### config.mk
export PLATFORM = sky130hd
export DESIGN_NAME = irq_route_regs
export DESIGN_NICKNAME = d
export VERILOG_FILES = /design/src/rtl/irq_route_pkg.sv /design/src/rtl/irq_src_sync.sv /design/src/rtl/irq_reg_decode.sv /design/src/rtl/irq_core_slice.sv /design/src/rtl/irq_route_regs.sv
export SDC_FILE = /design/constraint.sdc
export NUM_CORES = 1
export LEC_CHECK = 0
export BUFFER_PORTS_ARGS = -buffer_cell sky130_fd_sc_hd__clkbuf_2
export CAP_MARGIN = 20
export CELL_PAD_IN_SITES_DETAIL_PLACEMENT = 1
export CELL_PAD_IN_SITES_GLOBAL_PLACEMENT = 1
export CORE_AREA = 4 4 183 185
export CTS_CLUSTER_DIAMETER = 100
export DETAILED_ROUTE_END_ITERATION = 6
export DIE_AREA = 0 0 187 189
export PLACE_DENSITY = 0.9
export SYNTH_ARGS = -nofsm -noshare
export SYNTH_HDL_FRONTEND = slang
export SYNTH_HIERARCHICAL = 1
export SYNTH_SLANG_ARGS = --single-unit
### constraint.sdc
create_clock -name clk -period 10.55 [get_ports clk]
set_clock_uncertainty 0.05 [all_clocks]
set_input_delay 3.165 -clock clk [delete_from_list [all_inputs] [get_ports clk]]
set_output_delay 3.165 -clock clk [all_outputs]
set_load 0.02 [all_outputs]
### src/rtl/irq_route_pkg.sv
package irq_route_pkg;
  localparam int MAX_CORES = 8;
  localparam int MAX_SRC   = 32;
  localparam int WIN_SLOTS = 2 * MAX_CORES;

  // Distance of an address from the window base (wraps when below base).
  function automatic logic [31:0] win_offset(input logic [31:0] addr, input logic [31:0] base);
    return addr - base;
  endfunction

  function automatic logic win_hit(input logic [31:0] addr, input logic [31:0] base);
    return win_offset(addr, base) < 32'(WIN_SLOTS);
  endfunction

  // Core index owning a slot: two slots per core.
  function automatic logic [2:0] slot_core(input logic [31:0] addr, input logic [31:0] base);
    logic [31:0] off;
    off = win_offset(addr, base);
    return off[3:1];
  endfunction

  // Odd slot = status register, even slot = mask register.
  function automatic logic slot_is_status(input logic [31:0] addr, input logic [31:0] base);
    logic [31:0] off;
    off = win_offset(addr, base);
    return off[0];
  endfunction
endpackage

### src/rtl/irq_src_sync.sv
module irq_src_sync #(
  parameter int WIDTH = 32
) (
  input  logic             clk,
  input  logic             rst_n,
  input  logic [WIDTH-1:0] async_i,
  output logic [WIDTH-1:0] sync_o
);
  logic [WIDTH-1:0] stage1_q;
  logic [WIDTH-1:0] stage2_q;

  always_ff @(posedge clk or negedge rst_n) begin
    if (!rst_n) begin
      stage1_q <= '0;
      stage2_q <= '0;
    end else begin
      stage1_q <= async_i;
      stage2_q <= stage1_q;
    end
  end

  assign sync_o = stage2_q;
endmodule

### src/rtl/irq_reg_decode.sv
module irq_reg_decode
  import irq_route_pkg::*;
#(
  parameter int          NUM_CORES = 8,
  parameter int          ADDR_W    = 12,
  parameter logic [31:0] BASE_ADDR = 32'h7C0
) (
  input  logic [ADDR_W-1:0]    addr_i,
  input  logic                 we_i,
  output logic                 hit_o,
  output logic                 is_status_o,
  output logic                 dead_slot_o,
  output logic [NUM_CORES-1:0] core_sel_o,
  output logic [NUM_CORES-1:0] mask_we_o,
  output logic                 status_wr_o
);
  logic [31:0] addr32;
  logic [2:0]  core_idx;
  logic        core_ok;

  assign addr32      = 32'(addr_i);
  assign hit_o       = win_hit(addr32, BASE_ADDR);
  assign is_status_o = slot_is_status(addr32, BASE_ADDR);
  assign core_idx    = slot_core(addr32, BASE_ADDR);
  assign core_ok     = int'(core_idx) < NUM_CORES;
  assign dead_slot_o = hit_o && !core_ok;
  assign status_wr_o = we_i && hit_o && core_ok && is_status_o;

  for (genvar c = 0; c < NUM_CORES; c++) begin : g_sel
    assign core_sel_o[c] = hit_o && (int'(core_idx) == c);
    assign mask_we_o[c]  = we_i && core_sel_o[c] && !is_status_o;
  end
endmodule

### src/rtl/irq_core_slice.sv
module irq_core_slice #(
  parameter int NUM_SRC = 32
) (
  input  logic               clk,
  input  logic               rst_n,
  input  logic               mask_we_i,
  input  logic [NUM_SRC-1:0] mask_wdata_i,
  input  logic [NUM_SRC-1:0] level_i,
  output logic [NUM_SRC-1:0] mask_o,
  output logic               irq_o
);
  logic [NUM_SRC-1:0] mask_q;
  logic               irq_q;

  always_ff @(posedge clk or negedge rst_n) begin
    if (!rst_n) begin
      mask_q <= '0;
      irq_q  <= 1'b0;
    end else begin
      if (mask_we_i) mask_q <= mask_wdata_i;
      irq_q <= |(level_i & mask_q);
    end
  end

  assign mask_o = mask_q;
  assign irq_o  = irq_q;
endmodule

### src/rtl/irq_route_regs.sv
module irq_route_regs #(
  parameter int          NUM_CORES = 8,
  parameter int          NUM_SRC   = 32,
  parameter int          ADDR_W    = 12,
  parameter int          DATA_W    = 32,
  parameter logic [31:0] BASE_ADDR = 32'h7C0
) (
  input  logic                 clk,
  input  logic                 rst_n,
  input  logic [NUM_SRC-1:0]   src_irq_i,
  input  logic [ADDR_W-1:0]    reg_addr_i,
  input  logic                 reg_we_i,
  input  logic [DATA_W-1:0]    reg_wdata_i,
  output logic [DATA_W-1:0]    reg_rdata_o,
  output logic [NUM_CORES-1:0] core_irq_o
);
  localparam int MASK_BITS = NUM_CORES * NUM_SRC;

  // Named internal events, brought out for the checker.
  logic [NUM_SRC-1:0]   sync_lvl;
  logic [MASK_BITS-1:0] en_flat;
  logic                 win_hit_w;
  logic                 is_status;
  logic                 dead_slot;
  logic                 status_wr;
  logic [NUM_CORES-1:0] core_sel;
  logic [NUM_CORES-1:0] mask_we;
  logic [NUM_SRC-1:0]   rd_field;

  irq_src_sync #(.WIDTH(NUM_SRC)) u_sync (
    .clk     (clk),
    .rst_n   (rst_n),
    .async_i (src_irq_i),
    .sync_o  (sync_lvl)
  );

  irq_reg_decode #(
    .NUM_CORES (NUM_CORES),
    .ADDR_W    (ADDR_W),
    .BASE_ADDR (BASE_ADDR)
  ) u_dec (
    .addr_i      (reg_addr_i),
    .we_i        (reg_we_i),
    .hit_o       (win_hit_w),
    .is_status_o (is_status),
    .dead_slot_o (dead_slot),
    .core_sel_o  (core_sel),
    .mask_we_o   (mask_we),
    .status_wr_o (status_wr)
  );

  for (genvar c = 0; c < NUM_CORES; c++) begin : g_core
    irq_core_slice #(.NUM_SRC(NUM_SRC)) u_slice (
      .clk          (clk),
      .rst_n        (rst_n),
      .mask_we_i    (mask_we[c]),
      .mask_wdata_i (reg_wdata_i[NUM_SRC-1:0]),
      .level_i      (sync_lvl),
      .mask_o       (en_flat[c*NUM_SRC +: NUM_SRC]),
      .irq_o        (core_irq_o[c])
    );
  end

  if (DATA_W > NUM_SRC) begin : g_wdata_hi
    logic unused_wdata_hi;
    assign unused_wdata_hi = ^reg_wdata_i[DATA_W-1:NUM_SRC];
  end

  always_comb begin
    rd_field = '0;
    for (int c = 0; c < NUM_CORES; c++) begin
      if (core_sel[c]) rd_field = is_status ? sync_lvl : en_flat[c*NUM_SRC +: NUM_SRC];
    end
    reg_rdata_o = '0;
    reg_rdata_o[NUM_SRC-1:0] = rd_field;
  end
endmodule

-- Word-level counts from Yosys, hierarchy flattened
Index checks and enable logic that the tools add are counted.
- register bits: 328
- latch bits: 0
- RAM bits: 0
- memory bits (read-only): 0
- bits of input ports: 79
- output and inout bits: 40
- logic and storage cells: 85
- memories: 0
- add/sub/neg operators: 1
- multipliers: 0
- divide/modulo/power cells: 0
- magnitude comparators: 1
- equality and inequality tests: 7
- shift operators: 0
- mux-type cells: 16
- bitwise logic cells: 8
- reduce and logical (&&, ||, !) cells: 34
- operator list (operator ; count):
    $mux W32 ; 16
    $and A32 B32 Y32 ; 8
    $reduce_or A32 Y1 ; 8
    $lt A32 B5 Y1 const B ; 1
    $logic_and A1 B1 Y1 ; 24
    $sub A12 B11 Y13 const B ; 1
    $eq A3 B3 Y1 const B ; 4
    $eq A3 B2 Y1 const B ; 2
    $eq A3 B1 Y1 const B ; 1
    $logic_not A3 Y1 ; 1
    $logic_not A1 Y1 ; 1

-- Logic depth before layout (Yosys ltp)
- depth in word-level cells: 11
- depth in mapped cells: 10
- depth with buffers taken out: 6

-- Hierarchy
The synthesis kept the hierarchy.
- by module, submodules not included (module ; instances ; cells an instance ; area an instance (um2)):
    irq_core_slice ; 8 ; 90 ; 1357.6
    irq_route_regs ; 1 ; 582 ; 3932.5
    irq_src_sync ; 1 ; 64 ; 1601.5
    irq_reg_decode ; 1 ; 37 ; 297.8

-- Least setup slack after synthesis
Ideal clock, no wire load.
- path kind: input port to output port
- start point: in reg_addr_i[11]
- end point: out reg_rdata_o[23]
- arrival time: 5.350 ns
- data required time: 7.335 ns
- path slack: 1.985 ns
- cell stages on the path: 10
- buffers on the path: 4
- path through: or4b_4 > buf_6 > buf_8 > nor3_2 > buf_4 > buf_2 > nor4b_1 > a2111oi_2 > o31ai_1 > a21boi_1
- RTL lines (item ; line ; RTL):
    start, declared ; irq_route_regs.sv:11 ; input logic [ADDR_W-1:0] reg_addr_i,
    $sub A12 B11 Y13 ; -- ;
    $lt A32 B5 Y1 ; irq_route_pkg.sv:12 ; return win_offset(addr, base) < 32'(WIN_SLOTS);
    $logic_and A1 B1 Y1 ; irq_reg_decode.sv:30 ; assign core_sel_o[c] = hit_o && (int'(core_idx) == c);
    net core_sel[4] ; irq_route_regs.sv:26 ; logic [NUM_CORES-1:0] core_sel;
    $mux W32 (4 in a row) ; irq_route_regs.sv:72 ; if (core_sel[c]) rd_field = is_status ? sync_lvl : en_flat[c*NUM_SRC +: NUM_SRC];
    end, declared ; irq_route_regs.sv:14 ; output logic [DATA_W-1:0] reg_rdata_o,
The timed path passes the listed nets, and every way through them passes these cells.

-- Worst setup path in the final report
- start point: in reg_addr_i[8]
- end point: out reg_rdata_o[0]
Same word-level chain as after synthesis.

==> metrics.txt <==
switching power as a share of total power 23.84%; critical-path cell list clkbuf_2 > nand4_1 > nor3_4 > buf_4 > nor4b_1 > a2111oi_2 > o31ai_1 > a21boi_1 > clkbuf_2; CTS sink count 328; max incr delay on CP 0.64 ns; port bufs 118; slew margin rel. 38.49%; clock tree buffer depth 3; Placed Area 17550 µm²; Worst-path clk slew 0.06 ns; largest net degree at the start of global routing 152; Gate Count Post-Synth 1398; final hold viol count 0; commonest non-fill, non-tap cell in the layout dfrtp_1; Post-Place Worst Slack 1.090 ns; most used cell, CP clkbuf_2; worst-path fanout max 64; Final min period 9.548 ns; Max Freq 104.7 MHz; clock tree from TritonCTS done; Max VDD drop 0.1403 mV; cts repair resizes 0; Clock Latency Late Sink 0.53 ns; DP HPWL 34420 µm; cell row count 66; total grt overflow 0; most frequent cells in the layout dfrtp_1, mux2_2, a22oi_1; first-pass GRT wire length 87930 µm; Avg WL per Cell 29.62 µm; post-route cell area 18820 µm²; Ports 119; Worst Setup End Kind output pin; via/cell ratio 6.926; DIE AREA 35340 µm²; RSZ-0062 raised after global routing false; crit path launch type input port; Slew Viols, Final 0; drt drc 0; drt total wl 56670 µm; number of global-route vias before repair 14340; Post-Syn Nets 1477; Required @ worst endpoint 7.34 ns; Die Width 187 µm; final-report setup violation count 0; Hold WC Path Type flip-flop to flip-flop; Ys Warns 6; CP startpoint reg_addr_i[8]; final period utilization 90.50%; Max Cap Viol 0; Post CTS Setup Buffer Count 0; hold path start u_sync/stage1_q[21]; Clk pwr share 47.3%; post-route ant nets 0; leakage power 8.431 nW; crit path max-delay cell type nand4_1; TritonRoute pass-1 iters 6; vias 13250; core area 32040 µm²; Syn Area/Cell 11.92 µm²; Setup Crit Path Kind input port to output pin; Worst-Margin Slew 0.9226 ns; Die Ht 189 µm; Seq pwr share 47.9%; final worst slack 1.002 ns; reg2reg start u_sync/sync_o[14]; combinational share of power 4.8%; root buffer cell clkbuf_16; Int Pwr 2.081 mW; Initial DRC Count 1384; cts-stage hold buffer count 0; area delta synth->final 12.95%; Final #Nets 1558; initial antenna violation count 4; Final Wtd Congestion 0.8636; CTS buffer count 37; P_sw 651.4 µW; Initial Util 52.01%; Mapped Area 16660 µm²; status completed; Worst Path Arrival 6.33 ns; power per cell area 145.2 nW/µm²; setup TNS 0 ns; htree depth 2; layout cells sized above 1 33.07%; GRT Util Overall 31.69%
==> stage by stage <==
stage | hold WS (ns) | util, % | power, mW | instances
2_1_floorplan | 0.2812 | - | 1.372 | 1398
3_3_place_gp | 0.2810 | 54.76 | 1.445 | 1845
3_5_place_dp | 0.2856 | 54.76 | 1.454 | 1845
4_1_cts | 0.2940 | 58.51 | 2.746 | 1908
5_1_grt | 0.2940 | 58.73 | 2.820 | 1911
6_report | 0.2900 | 58.74 | 2.732 | 1913
==> path summary, 6_finish.rpt <==
kind	to	slack, ns	depth (start not counted)
worst max-delay path	reg_rdata_o[0]	1.00	9
worst min-delay path	u_sync/sync_o[21]	0.29	0
worst max register to register	g_core[5].u_slice/irq_o	8.42	3
worst min register to register	u_sync/sync_o[21]	0.29	0
max in group asynchronous	g_core[6].u_slice/mask_o[13]	6.49	2
min in group asynchronous	u_sync/sync_o[2]	2.66	1
==> routing by layer <==
layer	up-vias	part of all wire (%)	track usage (%)
met5	-	0.019	0
met3	197	7.4	6.895
li1	5481	-	-
met4	2	5.5	17.24
met2	676	48	50.91
met1	6893	40	40.39
==> cell type report <==
cell class              instances  area [µm²]
flip-flops and latches        328        8208
diodes                          2       5.005
fillers                      3248       13220
multi-input cells             902        7755
inverters                      64       240.2
clock inverters                 9       111.4
clock buffers                  54        1090
well taps                     408       510.5
repair buffers                146       902.1
==> registers in the layout, indices dropped and copies added, names as in the netlist <==
name / flops
u_sync/sync_o: 32
u_sync/stage1_q: 32
g_core.u_slice/irq_o: 8
g_core.u_slice/mask_o: 256
==> power groups by stage <==
| stage | logic, mW | clock network (mW) | registers [mW] |
|---|---|---|---|
| floorplan | 0.0522 | 0 | 1.32 |
| global placement | 0.118 | 0 | 1.33 |
| detailed placement | 0.125 | 0 | 1.33 |
| CTS | 0.128 | 1.31 | 1.31 |
| global route | 0.142 | 1.37 | 1.31 |
| finish | 0.131 | 1.29 | 1.31 |
==> worst max-delay path, delay by kind of cell <==
family	cells	cell delay, ns
AO/OA/AOI/OAI	3	0.99
buffers and inverters	3	0.95
AND/OR/NAND/NOR	3	1.17
Note: power is estimated with default switching activity, not from simulation.
